==> config.mk <==
export PLATFORM = sky130hd
export DESIGN_NAME = adc_prescale_fmt
export DESIGN_NICKNAME = d
export VERILOG_FILES = /design/src/rtl/adc_prescale_fmt.sv
export SDC_FILE = /design/constraint.sdc
export NUM_CORES = 1
export LEC_CHECK = 0
export ABC_CLOCK_PERIOD_IN_PS = 1800
export BUFFER_PORTS_ARGS = -buffer_cell sky130_fd_sc_hd__buf_2
export CORE_MARGIN = 8
export CORE_UTILIZATION = 35
export CTS_BUF_LIST = sky130_fd_sc_hd__clkbuf_16
export CTS_CLUSTER_DIAMETER = 100
export CTS_CLUSTER_SIZE = 16
export DETAILED_ROUTE_END_ITERATION = 7
export PLACE_DENSITY_LB_ADDON = 0.12
export SYNTH_ARGS = -nofsm -noshare
export SYNTH_HDL_FRONTEND = slang
export SYNTH_SLANG_ARGS = --single-unit
==> constraint.sdc <==
create_clock -name clk -period 1.8 [get_ports clk]
set_clock_uncertainty 0.15 [all_clocks]
set_input_delay 0 -clock clk [delete_from_list [all_inputs] [get_ports clk]]
set_output_delay 0 -clock clk [all_outputs]
set_load 0.1 [all_outputs]
==> src/rtl/adc_prescale_fmt.sv <==
module adc_prescale_fmt #(
  parameter int DIV_W = 3
) (
  input  logic             clk,
  input  logic             rst_n,
  input  logic             osc_tick,
  input  logic             cfg_we,
  input  logic [DIV_W-1:0] cfg_div,
  input  logic             cfg_src,
  input  logic [1:0]       cfg_mode,
  input  logic             conv_done,
  input  logic [9:0]       raw_result,
  output logic             adc_clk_en,
  output logic [7:0]       data_hi,
  output logic [7:0]       data_lo
);
  localparam int CNT_W = 2 ** (DIV_W - 1);

  logic [DIV_W-1:0] div_q;
  logic             src_q;
  logic [1:0]       mode_q;
  logic [CNT_W-1:0] cnt_q;
  logic [CNT_W-1:0] lim;
  logic             tick;
  logic [7:0]       fmt_hi, fmt_lo;

  assign tick = src_q | osc_tick;
  assign lim  = div_q[DIV_W-1] ? '1
              : (CNT_W'(1) << div_q[DIV_W-2:0]) - CNT_W'(1);

  always_comb begin
    case (mode_q)
      2'b00:   begin fmt_hi = 8'h00;                             fmt_lo = raw_result[9:2]; end
      2'b01:   begin fmt_hi = {6'b0, raw_result[9:8]};           fmt_lo = raw_result[7:0]; end
      2'b10:   begin fmt_hi = raw_result[9:2];                   fmt_lo = {raw_result[1:0], 6'b0}; end
      default: begin fmt_hi = {~raw_result[9], raw_result[8:2]}; fmt_lo = {raw_result[1:0], 6'b0}; end
    endcase
  end

  always_ff @(posedge clk) begin
    if (!rst_n) begin
      div_q      <= '0;
      src_q      <= 1'b0;
      mode_q     <= 2'b01;
      cnt_q      <= '0;
      adc_clk_en <= 1'b0;
      data_hi    <= 8'h00;
      data_lo    <= 8'h00;
    end else begin
      adc_clk_en <= 1'b0;
      if (cfg_we) begin
        div_q  <= cfg_div;
        src_q  <= cfg_src;
        mode_q <= cfg_mode;
        cnt_q  <= '0;
      end else if (tick) begin
        if (cnt_q == lim) begin
          cnt_q      <= '0;
          adc_clk_en <= 1'b1;
        end else begin
          cnt_q <= cnt_q + CNT_W'(1);
        end
      end
      if (conv_done) begin
        data_hi <= fmt_hi;
        data_lo <= fmt_lo;
      end
    end
  end
endmodule


After elaboration in Yosys (flattened, before gate mapping)
Index checks and enable logic that the tools add are counted.
Word-level totals
  logic and storage cells: 25
  register bits: 27
  output and inout bits: 17
Cells by class
  muxes and demuxes: 5
  reductions and logical operators: 3
  shift operators: 1
  equal/unequal tests: 3
  bitwise operators: 4
  $add $sub $neg: 2
Operators by type and width (number)
  one-hot mux 8 bit (3 select lines): 1
  one-hot mux 8 bit (2 select lines): 1
  2-to-1 mux 4 bit: 2
  adder 4 x 1 -> 4 bit, second input constant: 1
  equality test 4 bit: 1
  << shifter 1 x 2 -> 4 bit, first input constant: 1
  subtractor 4 x 1 -> 4 bit, second input constant: 1
  NOT 1 bit: 3
  OR reduction 3 bit: 1
  equality test 2 x 1 -> 1 bit, second input constant: 1
  equality test 2 bit, second input constant: 1
  zero test 2 bit: 1
  OR reduction 2 bit: 1
  2-to-1 mux 1 bit: 1
  bitwise OR 1 bit: 1

Longest topological paths before layout
Gate-level depths: netlist of run 1.
  depth in word-level cells: 5
  mapped depth: 5

Least setup slack after synthesis of run 1
OpenSTA, ideal clock, no wires.
  path type: reg2reg
  from: register data_lo[1] (netlist name)
  to: register data_lo[1]
  required time: 1.591 ns
  period minus slack after synthesis: 1.505 ns
  stages on the path, launching flop included: 4
  data arrival time: 1.295 ns
  slack: 0.295 ns
  cell sequence: dfxtp_1 inv_1 o22ai_1 and2_1
RTL lines
  end signal, assigned: line 66  | data_lo <= fmt_lo;
  end, declared: line 15  | output logic [7:0] data_lo

Final worst setup path of run 1
  from: register cnt_q[2]
  to: register adc_clk_en
Between the ends
  longest elaborated chain between the ends: 2
RTL lines
  start, declared: line 22  | logic [CNT_W-1:0] cnt_q;
  start signal, assigned: line 61  | cnt_q <= cnt_q + CNT_W'(1);
  equality test 4 bit: line 57  | if (cnt_q == lim) begin
  2-to-1 mux 1 bit: line 57
  end signal, assigned: line 46  | adc_clk_en <= 1'b0;
  end signal, assigned: line 50  | adc_clk_en <= 1'b0;
  end signal, assigned: line 59  | adc_clk_en <= 1'b1;
  end, declared: line 13  | output logic adc_clk_en,
No other way between the ends.
A chain may end at the register's enable or synchronous reset.

==> flow_summary.html, run 1 <==
<table>
<tr><th>Metric</th><th>Value</th></tr>
<tr><th colspan="2">Route</th></tr>
<tr><td>First-iteration detailed-routing DRC count</td><td>63</td></tr>
<tr><td>Via/cell ratio</td><td>about 4.6</td></tr>
<tr><td>Total via count in the routed design</td><td>between 1000 and 1500</td></tr>
<tr><td>Router iterations before antenna repair</td><td>4</td></tr>
<tr><td>Average routed wire per standard cell</td><td>12.9 um</td></tr>
<tr><td>DRC violations left</td><td>0</td></tr>
<tr><td>Number of nets still failing antenna checks after routing</td><td>0</td></tr>
<tr><td>Routed wire length</td><td>2950 um</td></tr>
<tr><th colspan="2">Place</th></tr>
<tr><td>Gpl congestion</td><td>0.807</td></tr>
<tr><td>Half-perimeter wire length after placement</td><td>~2200 um</td></tr>
<tr><td>IO buf count</td><td>37</td></tr>
<tr><td>Worst slack, placed</td><td>roughly 320 ps</td></tr>
<tr><th colspan="2">Worst setup path</th></tr>
<tr><td>Startpoint kind of the worst setup timing path</td><td>flip-flop</td></tr>
<tr><td>R2r setup slk</td><td>approximately 310 ps</td></tr>
<tr><td>CP Data Required Time</td><td>between 1500 and 2000 ps</td></tr>
<tr><td>Launch point of the worst reg-to-reg path</td><td>cnt_q[2]$_SDFFE_PP0N_</td></tr>
<tr><td>Arrival time at the worst endpoint</td><td>1550 ps</td></tr>
<tr><td>Startpoint of the worst setup timing path</td><td>cnt_q[2]$_SDFFE_PP0N_</td></tr>
<tr><td>Critical Path End Type</td><td>flip-flop</td></tr>
<tr><td>FF-to-FF path depth</td><td>4</td></tr>
<tr><td>Endpoint of the worst-slack reg-to-reg timing path</td><td>adc_clk_en$_SDFF_PP0_</td></tr>
<tr><td>Critical path type</td><td>reg2reg</td></tr>
<tr><td>Largest fanout on the critical path</td><td>5</td></tr>
<tr><th colspan="2">Layout</th></tr>
<tr><td>Sequential cell area in the final layout</td><td>around 540 um2</td></tr>
<tr><td>Total number of nets in the final design</td><td>between 200 and 250</td></tr>
<tr><td>Ant. Diodes</td><td>0</td></tr>
<tr><td>Share of cells above drive strength 1</td><td>0.240</td></tr>
<tr><td>Most common cell after layout, fill and taps aside</td><td>sky130_fd_sc_hd__buf_2</td></tr>
<tr><td>Commonest non-fill, non-tap cells in the layout</td><td>sky130_fd_sc_hd__buf_2 (37), sky130_fd_sc_hd__dfxtp_1 (27), sky130_fd_sc_hd__mux2i_1 (17), sky130_fd_sc_hd__dlygate4sd3_1 (15)</td></tr>
<tr><td>Final standard cell utilization of the core</td><td>0.505</td></tr>
<tr><td>Total area of multi-input combinational cells</td><td>about 660 um2</td></tr>
<tr><td>Area growth from synthesis to layout</td><td>36.3%</td></tr>
<tr><td>Count of filler cells inserted in the layout</td><td>333</td></tr>
<tr><th colspan="2">Hold path</th></tr>
<tr><td>Hold Crit Start</td><td>raw_result[2]</td></tr>
<tr><td>Classification of the worst-slack hold path</td><td>in2reg</td></tr>
<tr><td>End point of the most critical hold path</td><td>data_hi[0]$_SDFFE_PN0P_</td></tr>
<tr><td>Worst hold path depth</td><td>4</td></tr>
<tr><th colspan="2">Global route</th></tr>
<tr><td>Overflow after GRT</td><td>0</td></tr>
<tr><td>Largest net degree at the start of global routing</td><td>26</td></tr>
<tr><td>Initial antenna violation count</td><td>0</td></tr>
<tr><td>Global-route wire length before repair</td><td>4930 um</td></tr>
<tr><td>Aggregate global-route resource usage</td><td>0.110</td></tr>
<tr><td>Number of global-route vias before repair</td><td>about 1100</td></tr>
<tr><th colspan="2">Die</th></tr>
<tr><td>Y dimension of the die</td><td>75.9 um</td></tr>
<tr><td>I/O pin cnt</td><td>38</td></tr>
<tr><td>Horiz. Die Dim</td><td>75.9 um</td></tr>
<tr><td>Die footprint</td><td>between 0.005 and 0.006 mm2</td></tr>
<tr><td>Standard-cell row count</td><td>21</td></tr>
<tr><td>Initial core utilization</td><td>0.370</td></tr>
<tr><td>Core footprint</td><td>0.00339 mm2</td></tr>
<tr><th colspan="2">Clocking</th></tr>
<tr><td>Number of instances resized during post-cts repair</td><td>0</td></tr>
<tr><td>Sink count of the clock tree</td><td>27</td></tr>
<tr><td>Reg clk slew, reported paths</td><td>roughly 60 ps</td></tr>
<tr><td>Clock insertion delay at the later pin of the skew report</td><td>260 ps</td></tr>
<tr><td>Root Buffer Master</td><td>sky130_fd_sc_hd__clkbuf_16</td></tr>
<tr><td>TritonCTS Buffers</td><td>3</td></tr>
<tr><td>Clock tree from TritonCTS</td><td>done</td></tr>
<tr><td>Number of buffers inserted by hold repair at cts</td><td>15</td></tr>
<tr><td>CTS HTree Levels</td><td>1</td></tr>
<tr><td>Number of buffers on the longest clock path</td><td>2</td></tr>
<tr><td>Setup Buffers After CTS</td><td>0</td></tr>
<tr><th colspan="2">Timing</th></tr>
<tr><td>Min Clock Period, post-route</td><td>around 1500 ps</td></tr>
<tr><td>Setup TNS after final layout</td><td>0 ps</td></tr>
<tr><td>Transition time of the tightest slew-check pin</td><td>about 500 ps</td></tr>
<tr><td>Setup Viol. Count Final</td><td>0</td></tr>
<tr><td>Max Clock Freq</td><td>roughly 0.67 GHz</td></tr>
<tr><td>Hold violation count in the final report</td><td>0</td></tr>
<tr><td>Worst setup slack after layout</td><td>310 ps</td></tr>
<tr><td>Final slew viol count</td><td>0</td></tr>
<tr><td>RSZ-0062 raised after global routing</td><td>no</td></tr>
<tr><td>Tightest slew margin relative to the limit</td><td>0.668</td></tr>
<tr><td>Part of the cycle the worst path needs</td><td>0.828</td></tr>
<tr><th colspan="2">Synth</th></tr>
<tr><td>Number of distinct standard cells referenced by the synthesized netlist</td><td>24</td></tr>
<tr><td>Total number of yosys warnings</td><td>0</td></tr>
<tr><td>Area fraction in compound gates after synthesis</td><td>0.127</td></tr>
<tr><td>Netlist area before placement</td><td>~0.0013 mm2</td></tr>
<tr><td>Synthesized Nets</td><td>around 160</td></tr>
<tr><td>Number of storage elements in the synthesis netlist</td><td>27</td></tr>
<tr><td>Area fraction in and, or, nand and nor cells after synthesis</td><td>0.212</td></tr>
<tr><td>Synth Area in Adders</td><td>0.00997</td></tr>
<tr><td>Post-synthesis mux area share</td><td>0.136</td></tr>
<tr><td>Synth Area in XOR/XNOR</td><td>0.0419</td></tr>
<tr><td>Main combinational cell family by area after synthesis</td><td>simple AND/OR/NAND/NOR gates</td></tr>
<tr><td>Post-Synthesis Cells</td><td>around 130</td></tr>
<tr><td>Seq/Total Area, Yosys</td><td>0.431</td></tr>
<tr><td>Post-Syn Area per Cell</td><td>approximately 9.4 um2</td></tr>
<tr><th colspan="2">Power and ir drop</th></tr>
<tr><td>Total Power</td><td>~1.5 mW</td></tr>
<tr><td>Total net switching power</td><td>roughly 450 uW</td></tr>
<tr><td>Internal power contribution</td><td>approximately 1.0 mW</td></tr>
<tr><td>Clock group share of total power</td><td>0.332</td></tr>
<tr><td>Part of the power in registers</td><td>0.436</td></tr>
<tr><td>Combinational share of power</td><td>0.233</td></tr>
<tr><td>Fraction of power spent switching nets</td><td>0.303</td></tr>
<tr><td>Static Leakage</td><td>0.797 nW</td></tr>
<tr><td>Worst-case vdd ir drop</td><td>0.000690 V</td></tr>
<tr><td>Power per cell area</td><td>approximately 870 mW/mm2</td></tr>
<tr><th colspan="2">Job</th></tr>
<tr><td>Number of maximum-capacitance constraint violations</td><td>0</td></tr>
<tr><th colspan="2">Status</th></tr>
<tr><td>Run status</td><td>finished clean</td></tr>
</table>
[cells in the mapped netlist]
master	instances	area, um2
sky130_fd_sc_hd__o211a_1	2	20.0
sky130_fd_sc_hd__and3b_1	1	8.76
sky130_fd_sc_hd__nand2_1	6	22.5
sky130_fd_sc_hd__a311oi_4	1	26.3
sky130_fd_sc_hd__nand2b_1	8	50.1
sky130_fd_sc_hd__nor2b_1	8	50.1
sky130_fd_sc_hd__xor2_1	3	26.3
sky130_fd_sc_hd__xnor2_1	3	26.3
sky130_fd_sc_hd__a22oi_1	2	15.0
sky130_fd_sc_hd__mux2i_1	17	170
sky130_fd_sc_hd__and2_1	6	37.5
sky130_fd_sc_hd__o21ai_0	3	15.0
sky130_fd_sc_hd__ha_1	1	12.5
sky130_fd_sc_hd__nor3_2	1	10.0
sky130_fd_sc_hd__nand4_1	2	12.5
sky130_fd_sc_hd__dfxtp_1	27	541
sky130_fd_sc_hd__a21boi_0	6	45.0
sky130_fd_sc_hd__buf_2	1	5.00
sky130_fd_sc_hd__nor2_1	4	15.0
sky130_fd_sc_hd__nand3_1	7	35.0
sky130_fd_sc_hd__o22ai_1	6	37.5
sky130_fd_sc_hd__clkbuf_1	7	26.3
sky130_fd_sc_hd__inv_1	6	22.5
sky130_fd_sc_hd__nor3_1	5	25.0
[critical path: stages, from the launching register on]
cell and delay [ps]:
sky130_fd_sc_hd__dfxtp_1 430, sky130_fd_sc_hd__xnor2_1 140, sky130_fd_sc_hd__nand4_1 150, sky130_fd_sc_hd__a311oi_4 370
sky130_fd_sc_hd__and3b_1 190
[how the worst max path moves through the flow]
| stage | to | cells after the start | slack, ps |
|---|---|---|---|
| 2_1_floorplan | data_lo[1]$_SDFFE_PN0P_ | 3 | 300 |
| 6_report | adc_clk_en$_SDFF_PP0_ | 4 | 310 |
| 3_5_place_dp | adc_clk_en$_SDFF_PP0_ | 4 | 320 |
| 4_1_cts | adc_clk_en$_SDFF_PP0_ | 4 | 310 |
| 3_3_place_gp | adc_clk_en$_SDFF_PP0_ | 4 | 360 |
| 5_1_grt | adc_clk_en$_SDFF_PP0_ | 4 | 250 |
[per-layer routing]
metal	track usage	share of wire	up-vias
met4	0.0341	0.0088	0
met3	0.0408	0.064	4
met5	0	0	-
li1	-	-	556
met2	0.177	0.44	26
met1	0.133	0.48	469
[metrics by stage]
stage                     instance area (um2)  hold WS, ps  std cells
after global routing                     1710         3.31        229
after detailed placement                 1480         84.6        210
after global placement                   1480         76.1        210
final                                    1710         1.13        229
after floorplan                          1250        -21.3        133
after CTS                                1710       0.0528        229
[area by class of cell]
cell class / instances / share of cell area
multi-input cells: 92 / 0.386
flip-flops and latches: 27 / 0.316
repair buffers: 54 / 0.205
clock buffers: 3 / 0.0439
well taps: 46 / 0.0337
inverters: 6 / 0.0132
clock inverters: 1 / 0.00219
[kinds of logic after synthesis]
logic type	after synthesis
AO/OA/AOI/OAI	20
adder cells (fa/ha/maj)	1
flip-flops	27
AND/OR/NAND/NOR	48
multiplexers	17
XOR/XNOR	6
buffers and inverters	14
[power groups by stage]
stage,Combinational [mW],Clock [mW],Sequential (mW)
final,0.347,0.495,0.650
after global routing,0.369,0.541,0.654
after CTS,0.349,0.513,0.650
after detailed placement,0.322,0,0.664
after global placement,0.321,0,0.662
after floorplan,0.120,0,0.795
[registers in the layout, indices dropped and copies added, names as in the netlist]
name and cells:
data_lo 8, mode_q 2, data_hi 8, src_q 1, cnt_q 4, adc_clk_en 1
div_q 3
Note: power is estimated with default switching activity, not from simulation.
==> run 2: changes to the inputs <==
--- a/config.mk
+++ b/config.mk
@@ -5,7 +5,7 @@
 export SDC_FILE = /design/constraint.sdc
 export NUM_CORES = 1
 export LEC_CHECK = 0
-export ABC_CLOCK_PERIOD_IN_PS = 1800
+export ABC_CLOCK_PERIOD_IN_PS = 1200
 export BUFFER_PORTS_ARGS = -buffer_cell sky130_fd_sc_hd__buf_2
 export CORE_MARGIN = 8
 export CORE_UTILIZATION = 35
==> constraint.sdc (replaced) <==
create_clock -name clk -period 1.2 [get_ports clk]
set_clock_uncertainty 0.15 [all_clocks]
set_input_delay 0 -clock clk [delete_from_list [all_inputs] [get_ports clk]]
set_output_delay 0 -clock clk [all_outputs]
set_load 0.1 [all_outputs]
==> run 2 against run 1 <==
Effect of this change: the flow now finishes with violations (negative hold slack, negative setup slack); routed wire length is 8.5% higher; final cell count rose by 4.8%; non-clock buffer count rose by 11; via count is 8.4% higher; flip-flop and latch count unchanged; clock power up 50%; count of clock-buffer cells in the layout did not move; critical endpoint unchanged; sequential share of layout area down 5.2 points; final area up 26%.
==> flow_summary.html, run 2 (same netlist as run 1, synthesis figures left out) <==
<table>
<tr><th>Metric</th><th>Value</th></tr>
<tr><th colspan="2">Route</th></tr>
<tr><td>Number of nets still failing antenna checks after routing</td><td>0 (unchanged)</td></tr>
<tr><td>Router iterations before antenna repair</td><td>4 (unchanged)</td></tr>
<tr><td>Average routed wire per standard cell</td><td>13.3 um (was 12.9 um)</td></tr>
<tr><td>First-iteration detailed-routing DRC count</td><td>58 (was 63)</td></tr>
<tr><td>Met2 routed wirelength</td><td>1500 um (was 1310 um)</td></tr>
<tr><td>Highest Signal Layer</td><td>met4 (unchanged)</td></tr>
<tr><td>Routed wire length</td><td>3200 um (was 2950 um)</td></tr>
<tr><td>Routed length on met3</td><td>212 um (was 188 um)</td></tr>
<tr><td>M1 WL</td><td>1470 um (was 1430 um)</td></tr>
<tr><td>Total via count in the routed design</td><td>1144 (was 1055)</td></tr>
<tr><td>Via/cell ratio</td><td>4.77 (was 4.61)</td></tr>
<tr><td>DRC violations left</td><td>0 (unchanged)</td></tr>
<tr><th colspan="2">Layout</th></tr>
<tr><td>Area growth from synthesis to layout</td><td>71.7% (was 36.3%)</td></tr>
<tr><td>Most common cell after layout, fill and taps aside</td><td>sky130_fd_sc_hd__buf_2 (unchanged)</td></tr>
<tr><td>Total number of nets in the final design</td><td>217 (was 206)</td></tr>
<tr><td>Sequential cell area in the final layout</td><td>568 um2 (was 541 um2)</td></tr>
<tr><td>Share of cells above drive strength 1</td><td>0.423 (was 0.240)</td></tr>
<tr><td>Registers with the most flip-flops</td><td>data_hi: 8 flops, data_lo: 8 flops, cnt_q: 4 flops (unchanged)</td></tr>
<tr><td>Final standard cell utilization of the core</td><td>0.636 (was 0.505)</td></tr>
<tr><td>Ant. Diodes</td><td>0 (unchanged)</td></tr>
<tr><td>Total area of multi-input combinational cells</td><td>693 um2 (was 661 um2)</td></tr>
<tr><td>Count of filler cells inserted in the layout</td><td>257 (was 333)</td></tr>
<tr><td>Commonest non-fill, non-tap cells in the layout</td><td>sky130_fd_sc_hd__buf_2 (20), sky130_fd_sc_hd__dfxtp_2 (19), sky130_fd_sc_hd__buf_12 (19), sky130_fd_sc_hd__mux2i_1 (17), sky130_fd_sc_hd__dlygate4sd3_1 (15) (was sky130_fd_sc_hd__buf_2 (37), sky130_fd_sc_hd__dfxtp_1 (27), sky130_fd_sc_hd__mux2i_1 (17), sky130_fd_sc_hd__dlygate4sd3_1 (15))</td></tr>
<tr><th colspan="2">Power and ir drop</th></tr>
<tr><td>Fraction of power spent switching nets</td><td>0.294 (was 0.303)</td></tr>
<tr><td>Combinational share of power</td><td>0.278 (was 0.233)</td></tr>
<tr><td>Power per cell area</td><td>1120 mW/mm2 (was 872 mW/mm2)</td></tr>
<tr><td>Total Power</td><td>2.41 mW (was 1.49 mW)</td></tr>
<tr><td>Internal power contribution</td><td>1.70 mW (was 1.04 mW)</td></tr>
<tr><td>Clock group share of total power</td><td>0.309 (was 0.332)</td></tr>
<tr><td>Worst-case vdd ir drop</td><td>0.000605 V (was 0.000690 V)</td></tr>
<tr><td>Total net switching power</td><td>709 uW (was 451 uW)</td></tr>
<tr><td>Part of the power in registers</td><td>0.413 (was 0.436)</td></tr>
<tr><td>Static Leakage</td><td>0.942 nW (was 0.797 nW)</td></tr>
<tr><th colspan="2">Worst setup path</th></tr>
<tr><td>R2r setup slk</td><td>-220 ps (was 310 ps)</td></tr>
<tr><td>Largest fanout on the critical path</td><td>5 (unchanged)</td></tr>
<tr><td>CP max stage delay</td><td>350 ps (was 430 ps)</td></tr>
<tr><td>Arrival time at the worst endpoint</td><td>1480 ps (was 1550 ps)</td></tr>
<tr><td>Launch point of the worst reg-to-reg path</td><td>div_q[0]$_SDFFE_PN0P_ (was cnt_q[2]$_SDFFE_PP0N_)</td></tr>
<tr><td>Startpoint kind of the worst setup timing path</td><td>flip-flop (unchanged)</td></tr>
<tr><td>Critical path type</td><td>reg2reg (unchanged)</td></tr>
<tr><td>FF-to-FF path depth</td><td>4 (unchanged)</td></tr>
<tr><td>Endpoint of the worst-slack reg-to-reg timing path</td><td>adc_clk_en$_SDFF_PP0_ (unchanged)</td></tr>
<tr><td>Cells along the critical path</td><td>nor3_2 -&gt; xnor2_1 -&gt; a311oi_4 -&gt; and3b_1 (was xnor2_1 -&gt; nand4_1 -&gt; a311oi_4 -&gt; and3b_1)</td></tr>
<tr><td>CP Data Required Time</td><td>1250 ps (was 1860 ps)</td></tr>
<tr><td>Critical Path End Type</td><td>flip-flop (unchanged)</td></tr>
<tr><td>Crit-path slowest cell</td><td>sky130_fd_sc_hd__dfxtp_2 (was sky130_fd_sc_hd__dfxtp_1)</td></tr>
<tr><th colspan="2">Die</th></tr>
<tr><td>I/O pin cnt</td><td>38 (unchanged)</td></tr>
<tr><td>Core footprint</td><td>0.00339 mm2 (unchanged)</td></tr>
<tr><td>Y dimension of the die</td><td>75.9 um (unchanged)</td></tr>
<tr><td>Standard-cell row count</td><td>21 (unchanged)</td></tr>
<tr><td>Die footprint</td><td>0.00576 mm2 (unchanged)</td></tr>
<tr><td>Horiz. Die Dim</td><td>75.9 um (unchanged)</td></tr>
<tr><td>Initial core utilization</td><td>0.370 (unchanged)</td></tr>
<tr><th colspan="2">Timing</th></tr>
<tr><td>Min Clock Period, post-route</td><td>1420 ps (was 1490 ps)</td></tr>
<tr><td>Hold violation count in the final report</td><td>1 (was 0)</td></tr>
<tr><td>Final slew viol count</td><td>0 (unchanged)</td></tr>
<tr><td>Setup Viol. Count Final</td><td>7 (was 0)</td></tr>
<tr><td>RSZ-0062 raised after global routing</td><td>yes (was no)</td></tr>
<tr><td>Max Clock Freq</td><td>0.702 GHz (was 0.671 GHz)</td></tr>
<tr><td>Setup TNS after final layout</td><td>-974 ps (was 0 ps)</td></tr>
<tr><td>Part of the cycle the worst path needs</td><td>1.19 (was 0.828)</td></tr>
<tr><td>Tightest slew margin relative to the limit</td><td>0.764 (was 0.668)</td></tr>
<tr><td>Worst setup slack after layout</td><td>-224 ps (was 310 ps)</td></tr>
<tr><td>Final Hold Slack</td><td>-10.3 ps (was 1.13 ps)</td></tr>
<tr><td>Transition time of the tightest slew-check pin</td><td>353 ps (was 502 ps)</td></tr>
<tr><th colspan="2">Global route</th></tr>
<tr><td>Largest net degree at the start of global routing</td><td>25 (was 26)</td></tr>
<tr><td>Overflow after GRT</td><td>0 (unchanged)</td></tr>
<tr><td>Number of global-route vias before repair</td><td>1180 (was 1073)</td></tr>
<tr><td>Global-route wire length before repair</td><td>5380 um (was 4930 um)</td></tr>
<tr><td>Initial antenna violation count</td><td>0 (unchanged)</td></tr>
<tr><td>Aggregate global-route resource usage</td><td>0.120 (was 0.110)</td></tr>
<tr><th colspan="2">Place</th></tr>
<tr><td>Gpl congestion</td><td>0.853 (was 0.807)</td></tr>
<tr><td>Half-perimeter wire length after placement</td><td>2330 um (was 2170 um)</td></tr>
<tr><td>IO buf count</td><td>37 (unchanged)</td></tr>
<tr><td>Worst slack, placed</td><td>-238 ps (was 320 ps)</td></tr>
<tr><th colspan="2">Clocking</th></tr>
<tr><td>CTS HTree Levels</td><td>1 (unchanged)</td></tr>
<tr><td>Clock insertion delay at the later pin of the skew report</td><td>260 ps (about the same)</td></tr>
<tr><td>Number of buffers on the longest clock path</td><td>2 (unchanged)</td></tr>
<tr><td>Sink count of the clock tree</td><td>27 (unchanged)</td></tr>
<tr><td>Reg clk slew, reported paths</td><td>70 ps (was 60 ps)</td></tr>
<tr><td>TritonCTS Buffers</td><td>3 (unchanged)</td></tr>
<tr><td>Root Buffer Master</td><td>sky130_fd_sc_hd__clkbuf_16 (unchanged)</td></tr>
<tr><td>Clock tree from TritonCTS</td><td>done (unchanged)</td></tr>
<tr><th colspan="2">Hold path</th></tr>
<tr><td>End point of the most critical hold path</td><td>data_hi[0]$_SDFFE_PN0P_ (unchanged)</td></tr>
<tr><td>Worst hold path depth</td><td>4 (unchanged)</td></tr>
<tr><td>Classification of the worst-slack hold path</td><td>in2reg (unchanged)</td></tr>
<tr><td>Hold Crit Start</td><td>raw_result[2] (unchanged)</td></tr>
<tr><th colspan="2">Status</th></tr>
<tr><td>Run status</td><td>complete, but fails checks (was finished clean)</td></tr>
<tr><td>Violations in the final reports</td><td>negative hold slack, negative setup slack</td></tr>
<tr><th colspan="2">Job</th></tr>
<tr><td>Number of maximum-capacitance constraint violations</td><td>0 (unchanged)</td></tr>
</table>
[run 2: cell types whose count changed in the layout (fill, tap and decap cells not counted), sizes merged]
cell    previous run  this run
inv                7         6
buf               39        50
clkinv             0         1
[run 2: how the worst max path moves through the flow]
stage,startpoint,end,slack (ps),depth (start not counted)
2_1_floorplan,cnt_q[2]$_SDFFE_PP0N_,adc_clk_en$_SDFF_PP0_,-170,4
3_3_place_gp,cnt_q[2]$_SDFFE_PP0N_,adc_clk_en$_SDFF_PP0_,-200,4
3_5_place_dp,cnt_q[2]$_SDFFE_PP0N_,adc_clk_en$_SDFF_PP0_,-240,4
4_1_cts,div_q[0]$_SDFFE_PN0P_,adc_clk_en$_SDFF_PP0_,-220,4
5_1_grt,cnt_q[3]$_SDFFE_PP0N_,adc_clk_en$_SDFF_PP0_,-320,4
6_report,div_q[0]$_SDFFE_PN0P_,adc_clk_en$_SDFF_PP0_,-220,4
[run 2: final cells by class]
class	instances	area share
Multi-Input combinational cell	92	0.322
Clock buffer	3	0.0348
Inverter	6	0.0105
Tap cell	46	0.0267
Clock inverter	1	0.00232
Sequential cell	27	0.264
Timing Repair Buffer	65	0.340
[run 2: metal layers]
metal  vias up  global-route usage
met5         -                   0
met4         0              0.0448
met1       536               0.140
li1        582                   -
met2        24               0.202
met3         2              0.0342
[run 2: repair_timing]
| item | in CTS | in global routing |
|---|---|---|
| setup endpoints to repair | 8 | 16 |
| hold buffers | 15 | 0 |
| gates resized for setup | 9 | 4 |
| hold endpoints to repair | 14 | 0 |
| pin swaps | 7 | 3 |
| buffers inserted | 0 | 1 |
| cloned | 1 | 0 |
[run 2: worst max-delay path: cells and delay by family, from the launching register on]
family          cells  cell delay, ps
compound gates      1             340
xor+xnor            1             130
flops               1             350
simple gates        2             400
[run 2: per-stage QoR]
stage	cell area [um2]	cells	hold WS, ps
floorplan	1280	133	-21.3
global placement	1850	219	70.7
detailed placement	1850	219	80.4
CTS	2130	239	3.86
global route	2150	240	22.6
finish	2150	240	-10.3
[run 2: power by group through the flow]
stage | clock (mW) | sequential, mW | combinational, mW
floorplan | 0 | 1.20 | 0.181
global placement | 0 | 1.01 | 0.603
detailed placement | 0 | 1.01 | 0.608
CTS | 0.768 | 0.996 | 0.663
global route | 0.791 | 1.00 | 0.711
finish | 0.744 | 0.996 | 0.670
